### src/rtl/scrub_pkg.sv
package scrub_pkg;
  typedef enum logic [2:0] {
    ST_IDLE,
    ST_RD_REQ,
    ST_RD_WAIT,
    ST_WR_REQ,
    ST_DONE
  } scrub_state_e;
endpackage

### src/rtl/scrub_pending.sv
// Counts refresh events that still owe a scrub.
module scrub_pending #(
  parameter int PEND_W = 4
) (
  input  logic clk,
  input  logic rst,
  input  logic incr_i,
  input  logic take_i,
  output logic work_o
);
  localparam logic [PEND_W-1:0] MAX = {PEND_W{1'b1}};

  logic [PEND_W-1:0] cnt_q;
  logic              take_ok;

  assign take_ok = take_i && (cnt_q != '0);
  assign work_o  = (cnt_q != '0);

  always_ff @(posedge clk) begin
    if (rst) begin
      cnt_q <= '0;
    end else begin
      case ({incr_i, take_ok})
        2'b10:   if (cnt_q != MAX) cnt_q <= cnt_q + 1'b1;
        2'b01:   cnt_q <= cnt_q - 1'b1;
        default: cnt_q <= cnt_q;
      endcase
    end
  end

  // a refresh event with no scrub taken is remembered
  assert_refresh_counted_R1: assert property (@(posedge clk) disable iff (rst)
    (incr_i && !take_i && cnt_q != MAX) |=> (cnt_q == $past(cnt_q) + PEND_W'(1)));
endmodule

### src/rtl/scrub_addr_ptr.sv
// Sweep pointer with wrap at a programmable top address.
module scrub_addr_ptr #(
  parameter int ADDR_W = 8
) (
  input  logic              clk,
  input  logic              rst,
  input  logic              step_i,
  input  logic [ADDR_W-1:0] top_i,
  output logic [ADDR_W-1:0] ptr_o,
  output logic              wrap_o
);
  logic [ADDR_W-1:0] ptr_q;
  logic              wrap_q;

  always_ff @(posedge clk) begin
    if (rst) begin
      ptr_q  <= '0;
      wrap_q <= 1'b0;
    end else begin
      wrap_q <= 1'b0;
      if (step_i) begin
        if (ptr_q >= top_i) begin
          ptr_q  <= '0;
          wrap_q <= 1'b1;
        end else begin
          ptr_q <= ptr_q + 1'b1;
        end
      end
    end
  end

  assign ptr_o  = ptr_q;
  assign wrap_o = wrap_q;

  assert_ptr_incr_R6: assert property (@(posedge clk) disable iff (rst)
    (step_i && ptr_q < top_i) |=> (ptr_q == $past(ptr_q) + ADDR_W'(1) && !wrap_q));
  assert_ptr_wrap_R6: assert property (@(posedge clk) disable iff (rst)
    (step_i && ptr_q >= top_i) |=> (ptr_q == '0 && wrap_q));
  // the pointer only moves on a completed scrub
  assert_ptr_kept_R7: assert property (@(posedge clk) disable iff (rst)
    !step_i |=> $stable(ptr_q));
endmodule

### src/rtl/scrub_fsm.sv
// One scrub: read, optional write-back, then report.
module scrub_fsm
  import scrub_pkg::*;
#(
  parameter int ADDR_W = 8,
  parameter int DATA_W = 32
) (
  input  logic              clk,
  input  logic              rst,
  input  logic              enable_i,
  input  logic              work_i,
  input  logic [ADDR_W-1:0] addr_i,
  output logic              take_o,
  output logic              step_o,
  output logic              mem_req_o,
  output logic              mem_we_o,
  output logic [DATA_W-1:0] mem_wdata_o,
  input  logic              mem_gnt_i,
  input  logic              mem_rvalid_i,
  input  logic              edac_ce_i,
  input  logic              edac_ue_i,
  input  logic [DATA_W-1:0] edac_data_i,
  output logic              busy_o,
  output logic              ue_irq_o,
  output logic [ADDR_W-1:0] ue_addr_o
);
  scrub_state_e      state_q;
  logic [DATA_W-1:0] wdata_q;
  logic              irq_q;
  logic [ADDR_W-1:0] ue_addr_q;

  always_ff @(posedge clk) begin
    if (rst) begin
      state_q   <= ST_IDLE;
      wdata_q   <= '0;
      irq_q     <= 1'b0;
      ue_addr_q <= '0;
    end else begin
      irq_q <= 1'b0;
      case (state_q)
        ST_IDLE:    if (enable_i && work_i) state_q <= ST_RD_REQ;
        ST_RD_REQ:  if (mem_gnt_i) state_q <= ST_RD_WAIT;
        ST_RD_WAIT: begin
          if (mem_rvalid_i) begin
            if (edac_ue_i) begin
              irq_q     <= 1'b1;
              ue_addr_q <= addr_i;
              state_q   <= ST_DONE;
            end else if (edac_ce_i) begin
              wdata_q <= edac_data_i;
              state_q <= ST_WR_REQ;
            end else begin
              state_q <= ST_DONE;
            end
          end
        end
        ST_WR_REQ:  if (mem_gnt_i) state_q <= ST_DONE;
        ST_DONE:    state_q <= ST_IDLE;
        default:    state_q <= ST_IDLE;
      endcase
    end
  end

  assign take_o      = (state_q == ST_IDLE) && enable_i && work_i;
  assign step_o      = (state_q == ST_DONE);
  assign mem_req_o   = (state_q == ST_RD_REQ) || (state_q == ST_WR_REQ);
  assign mem_we_o    = (state_q == ST_WR_REQ);
  assign mem_wdata_o = wdata_q;
  assign busy_o      = (state_q != ST_IDLE);
  assign ue_irq_o    = irq_q;
  assign ue_addr_o   = ue_addr_q;

  assert_req_hold_R2: assert property (@(posedge clk) disable iff (rst)
    (mem_req_o && !mem_gnt_i) |=> (mem_req_o && $stable(mem_we_o) && $stable(addr_i)));
  assert_write_after_ce_R4: assert property (@(posedge clk) disable iff (rst)
    $rose(mem_we_o) |-> $past(mem_rvalid_i && edac_ce_i && !edac_ue_i));
  assert_no_write_on_ue_R5: assert property (@(posedge clk) disable iff (rst)
    (state_q == ST_RD_WAIT && mem_rvalid_i && edac_ue_i) |=> !mem_req_o);
  assert_irq_pulse_R5: assert property (@(posedge clk) disable iff (rst)
    ue_irq_o |=> !ue_irq_o);
  assert_hold_when_disabled_R7: assert property (@(posedge clk) disable iff (rst)
    (!enable_i && !busy_o) |=> !busy_o);
endmodule

### src/rtl/refresh_scrubber.sv
module refresh_scrubber #(
  parameter int ADDR_W = 8,
  parameter int DATA_W = 32,
  parameter int PEND_W = 4
) (
  input  logic              clk,
  input  logic              rst,
  input  logic              enable_i,
  input  logic [ADDR_W-1:0] top_addr_i,
  input  logic              refresh_req_i,
  output logic              mem_req_o,
  output logic              mem_we_o,
  output logic [ADDR_W-1:0] mem_addr_o,
  output logic [DATA_W-1:0] mem_wdata_o,
  input  logic              mem_gnt_i,
  input  logic              mem_rvalid_i,
  input  logic              edac_ce_i,
  input  logic              edac_ue_i,
  input  logic [DATA_W-1:0] edac_data_i,
  output logic              busy_o,
  output logic              sweep_done_o,
  output logic              ue_irq_o,
  output logic [ADDR_W-1:0] ue_addr_o
);
  logic              work;
  logic              take;
  logic              step;
  logic [ADDR_W-1:0] ptr;

  scrub_pending #(.PEND_W(PEND_W)) u_pending (
    .clk    (clk),
    .rst    (rst),
    .incr_i (refresh_req_i),
    .take_i (take),
    .work_o (work)
  );

  scrub_addr_ptr #(.ADDR_W(ADDR_W)) u_ptr (
    .clk    (clk),
    .rst    (rst),
    .step_i (step),
    .top_i  (top_addr_i),
    .ptr_o  (ptr),
    .wrap_o (sweep_done_o)
  );

  scrub_fsm #(.ADDR_W(ADDR_W), .DATA_W(DATA_W)) u_fsm (
    .clk          (clk),
    .rst          (rst),
    .enable_i     (enable_i),
    .work_i       (work),
    .addr_i       (ptr),
    .take_o       (take),
    .step_o       (step),
    .mem_req_o    (mem_req_o),
    .mem_we_o     (mem_we_o),
    .mem_wdata_o  (mem_wdata_o),
    .mem_gnt_i    (mem_gnt_i),
    .mem_rvalid_i (mem_rvalid_i),
    .edac_ce_i    (edac_ce_i),
    .edac_ue_i    (edac_ue_i),
    .edac_data_i  (edac_data_i),
    .busy_o       (busy_o),
    .ue_irq_o     (ue_irq_o),
    .ue_addr_o    (ue_addr_o)
  );

  assign mem_addr_o = ptr;
endmodule

### config.mk
export PLATFORM = sky130hd
export DESIGN_NAME = refresh_scrubber
export DESIGN_NICKNAME = d
export VERILOG_FILES = /design/src/rtl/scrub_pkg.sv /design/src/rtl/scrub_pending.sv /design/src/rtl/scrub_addr_ptr.sv /design/src/rtl/scrub_fsm.sv /design/src/rtl/refresh_scrubber.sv
export SDC_FILE = /design/constraint.sdc
export NUM_CORES = 1
export LEC_CHECK = 0
export ABC_AREA = 1
export CAP_MARGIN = 10
export CORE_MARGIN = 3
export CORE_UTILIZATION = 42
export CTS_CLUSTER_DIAMETER = 100
export DETAILED_ROUTE_END_ITERATION = 12
export DONT_BUFFER_PORTS = 1
export MAX_ROUTING_LAYER = met4
export PLACE_DENSITY_LB_ADDON = 0.25
export SLEW_MARGIN = 10
export SYNTH_ARGS = -nofsm -noshare
export SYNTH_HDL_FRONTEND = slang
export SYNTH_SLANG_ARGS = --single-unit
### constraint.sdc
create_clock -name clk -period 2 [get_ports clk]
set_input_delay 0.4 -clock clk [delete_from_list [all_inputs] [get_ports clk]]
set_output_delay 0.4 -clock clk [all_outputs]
set_load 0.01 [all_outputs]
# After elaboration in Yosys (flattened, before gate mapping)
# Index checks and enable logic that the tools add are counted.
# word_totals
mem_bits_ro,0
regBits,57
mem_bits_rw,0
latchBits,0
n_memories,0
# classes
multipliers,0
mux,12
eq_ne,12
div_mod_pow,0
shift,0
magnitude_cmp,1
reduce_logical,15
add_sub_neg,3
bitwise_logic,4
# ops
op,count
$mux W3,6
$pmux W3 S4,1
$add A8 B1 Y8 const B,1
$ge A8 B8 Y1,1
$mux W8,1
$pmux W4 S2,1
$reduce_and A4 Y1,2
$eq A3 B2 Y1 const B,2
$ne A2 B1 Y1 const B,3
$add A4 B1 Y4 const B,1
$logic_and A1 B1 Y1,4
$mux W4,1
$ne A2 B2 Y1 const B,2
$ne A4 B4 Y1 const B,1
$not A1 Y1,4
$reduce_bool A4 Y1,1
$sub A4 B1 Y4 const B,1
$eq A3 B1 Y1 const B,1
$eq A3 B3 Y1 const B,1
$logic_not A3 Y1,1
$reduce_and A3 Y1,1
$reduce_bool A3 Y1,1
$reduce_or A3 Y1,1
$eq A2 B1 Y1 const B,1
6 further kinds,7

# Logic depth before layout (Yosys ltp)
# logic_depth
depth_word,7
mapped_depth,12
mapped_depth_nobuf,12

# Modules after synthesis
# Synthesis repeated with hierarchy kept, for this count alone.
# unflattened
hier_cells,339
hier_area_um2,2571.2
# modules_own_cells
mod,n_inst,cells_per_inst,area_per_inst_um2
scrub_fsm,1,215,1620.3
scrub_addr_ptr,1,81,606.8
scrub_pending,1,43,344.1

# Least setup slack after synthesis
# No wires, ideal clock.
# synth_timing
path_kind,register -> register
start,reg u_fsm.state_q[0]
end,reg u_pending.cnt_q[2]
synth_period_minus_slack_ps,1674
path_stages_with_launch,13
t_arrival_ps,1559
setup_ps,115
path_slack_ps,326
n_path_buf,0
path_cell_list,dfxtp_1 > nor2_4 > nand2_4 > nor2_8 > nand3_4 > xnor2_1 > ha_1 > nor2_1 > nand4_1 > nand2_2 > nand3_2 > nand2_1 > nor2_1
# synth_via
elab_chain_cells,7
word_cells_on_any_way,10
# synth_rtl
element,line,text
from (decl),scrub_fsm.sv:27,scrub_state_e state_q;
from (signal assigned),scrub_fsm.sv:34,state_q <= ST_IDLE;
from (signal assigned),scrub_fsm.sv:41,ST_IDLE: if (enable_i && work_i) state_q <= ST_RD_REQ;
from (signal assigned),scrub_fsm.sv:42,ST_RD_REQ: if (mem_gnt_i) state_q <= ST_RD_WAIT;
$logic_not A3 Y1 *,scrub_fsm.sv:64,assign take_o = (state_q == ST_IDLE) && enable_i && work_i;
$logic_and A1 B1 Y1 * (2 in series),scrub_fsm.sv:64,
$logic_and A1 B1 Y1 *,scrub_pending.sv:16,assign take_ok = take_i && (cnt_q != '0);
$eq A2 B2 Y1 or $eq A2 B1 Y1 (tied branches),scrub_pending.sv:23,"case ({incr_i, take_ok})"
$ne A2 B1 Y1 (no line) or $reduce_bool A2 Y1 (tied branches),n/a,
$reduce_and A2 Y1 (no line),n/a,
to (signal assigned),scrub_pending.sv:24,2'b10: if (cnt_q != MAX) cnt_q <= cnt_q + 1'b1;
to (signal assigned),scrub_pending.sv:25,2'b01: cnt_q <= cnt_q - 1'b1;
to (signal assigned),scrub_pending.sv:26,default: cnt_q <= cnt_q;
to (decl),scrub_pending.sv:13,logic [PEND_W-1:0] cnt_q;
# Every way passes the cells marked *; elsewhere a longest branch is shown, timed or not.
# A chain may end at the register's enable or synchronous reset.

# Final worst setup path
# layout_timing
start,reg u_fsm.state_q[2]
end,"reg u_fsm.wdata_q[8], in the netlist u_fsm.mem_wdata_o[8]"
# layout_via
elab_chain_cells,2
# layout_rtl
element,line,text
$eq A3 B2 Y1,scrub_fsm.sv:40,case (state_q)
$reduce_and A4 Y1 (no line),n/a,
to (signal assigned),scrub_fsm.sv:50,wdata_q <= edac_data_i;
to (decl),scrub_fsm.sv:28,logic [DATA_W-1:0] wdata_q;
# Every way passes these cells.

==> impl_metrics.ini <==
[power]
ir_drop_mv = 0.5302
powerDensity_nw_per_um2 = 1014
power.leakage_nw = 1.155

[sta]
fin_crit_sh_pct = 87.24
drv_slew = 0
rsz0062_at_grt = no
setup_viol = 0
slew-limit-headroom_pct = 56.89
max_freq_ghz = 0.5731
hold_viol = 0
fin_crit_ns = 1.745
finClkSkew_ns = 0.006871
worst_pin_slew_ns = 0.6459
fin_setup_tns_ns = 0

[setup_path]
crit_path_start_kind = flip-flop
critPathRequiredTime_ns = 2.25
critPathTopFamily = simple AND/OR/NAND/NOR gates
cp_slowest_cell = nand3_2
cpPeakStageDelay_ns = 0.55
crit_path_end_kind = flip-flop
crit_buf_inv = 1
cp.arrival_ns = 1.99
worstSetupPathType = reg2reg
worstPathCellList = inv_2, nand2_4, nor2_4, nand3_2, a21oi_1
crit_fanout = 32

[logic_synthesis]
syn_nets = 389
synth_ff_type = dfxtp_1
synth_common_cells = 60 x inv_1, 57 x dfxtp_1, 45 x a21oi_1
ys_ff_latch = 57
synth_top_area_share_pct = 43.28
synthArstFlopShare_pct = 0
synth.yosys.seq_area_share_pct = 43.28
synth.area.top_cells = dfxtp_1 43%, a21oi_1 8.5%, inv_1 8.5%
yosysMostFrequentCell = inv_1
yosysUniqueCellTypes = 30
synthCells = 331
synth_edf_count = 0
synth_area_um2 = 2636
yosys.area.top_type = dfxtp_1
ys_warn_count = 0
synth_area_per_cell_um2 = 7.965

[floorplan]
rows = 28
die_h_um = 85.23
die_width_um = 85.23
start_util_pct = 44.01
core-area_um2 = 5991
die_area_um2 = 7263
io_pins = 101

[min_path]
hold_path_class = in2reg

[clocking]
clk_pin_slew_worst_paths_ns = 0.06
clk_path_buf_depth = 2
cts_tree = built
clock-sinks = 57
cts_setup_buffers = 0
cts.repair.resized = 0
htreeDepth = 3
cts_inserted_buffers = 9
holdBufCountCts = 0
root_buffer = clkbuf_8
clk_latency_ns = 0.33

[run_status]
status = complete, no violations

[global_route]
grt_max_degree = 65
grt_pass1_vias = 1928
track_usage_pct = 16.47
grt_pass1_wl_um = 9197
antenna_found_initial = 0
grt.overflow.total = 0

[route]
via_count = 2070
dr.pass1.iters = 4
viasPerCell = 4.929
drtIter0Drc = 77
drt_wl_total_um = 5795
postRouteAntennaNets = 0
drc = 0
wl_per_cell_um = 13.80

[placed_design]
io_buffers = 0
hpwl_um = 3998
placed_cells = 401
place_congestion = 0.7833

[cells_and_area]
drive_above_1_share_pct = 14.49
final_cells = 420
finalNetCount = 398
area_delta_synth_final_pct = 9.540
antenna_cells = 0

[run]
maxCapViolCount = 0
==> layout make-up <==
class	instances	area, um2
clock buffers	11	151.4
clock inverters	5	30.03
multi-input cells	200	1166
fillers	618	3103
repair buffers	9	67.56
inverters	63	237.7
flip-flops and latches	57	1141
well taps	75	93.84
==> cell families (layout without fill, tap and decap cells) <==
kind of cell | after synthesis | in the layout | synth area share, %
buffers and inverters | 75 | 88 | 12.86
XOR/XNOR | 6 | 6 | 1.993
AO/OA/AOI/OAI | 93 | 93 | 18.51
AND/OR/NAND/NOR | 90 | 91 | 18.60
flip-flops | 57 | 57 | 43.28
adder cells (fa/ha/maj) | 10 | 10 | 4.746
==> cells in the final DEF, fill, tap and decap left out, drive strengths merged <==
master / Yosys / routed
xnor2: 2 / 2
clkbuf: 3 / 11
inv: 62 / 62
o21ai: 43 / 43
nand4: 5 / 5
nand3: 13 / 14
clkinv: 1 / 4
a21oi: 47 / 47
o21a: 2 / 2
ha: 10 / 10
o21bai: 1 / 1
clkinvlp: 0 / 2
dfxtp: 57 / 57
buf: 9 / 9
nor2: 33 / 33
xor2: 4 / 4
nand2: 34 / 34
nor3: 4 / 4
nor4: 1 / 1
==> sequential cells by signal (all words and copies together), names as in the netlist <==
register / cells
u_ptr.ptr_o: 8
u_fsm.state_q: 3
u_fsm.ue_irq_o: 1
u_fsm.ue_addr_o: 8
u_fsm.mem_wdata_o: 32
u_pending.cnt_q: 4
u_ptr.wrap_o: 1
==> worst paths after layout <==
check                                       end                               start  slack (ns)  cells after the start
min                 u_ptr.ptr_o[1]$_SDFFE_PP0N_                                 rst        0.13                      1
max           u_fsm.mem_wdata_o[8]$_SDFFE_PP0P_       u_fsm.state_q[2]$_SDFFE_PP0P_        0.26                      5
max reg2reg   u_fsm.mem_wdata_o[8]$_SDFFE_PP0P_       u_fsm.state_q[2]$_SDFFE_PP0P_        0.26                      5
min reg2reg  u_fsm.mem_wdata_o[17]$_SDFFE_PP0P_  u_fsm.mem_wdata_o[17]$_SDFFE_PP0P_        0.49                      2
==> stage by stage <==
step	total power, mW	hold WS, ns	util, %	setup slack, ns	area, um2
2_1_floorplan	1.850	0.4671	-	0.3260	2636
3_3_place_gp	1.923	0.4781	44.76	0.2641	2681
3_5_place_dp	1.940	0.4778	44.76	0.2169	2681
4_1_cts	2.936	0.1117	47.79	0.2147	2863
5_1_grt	3.134	0.1084	48.20	0.009224	2888
6_report	2.929	0.1324	48.20	0.2552	2888
==> routing by layer <==
metal	wire (um)	global-route usage [%]	up-vias	part of all wire (%)
met2	2520	23.73	72	43
met5	0	-	-	0
met4	53	7.050	0	0.91
li1	-	-	1083	-
met1	2696	20.19	911	47
met3	524	6.796	4	9.0
==> power breakdown <==
group	switching, mW	internal [mW]	total [mW]
logic	0.367	0.216	0.583
clock network	0.470	0.510	0.980
registers	0.129	1.24	1.37
No activity file was read; power rests on OpenSTA's default activity.
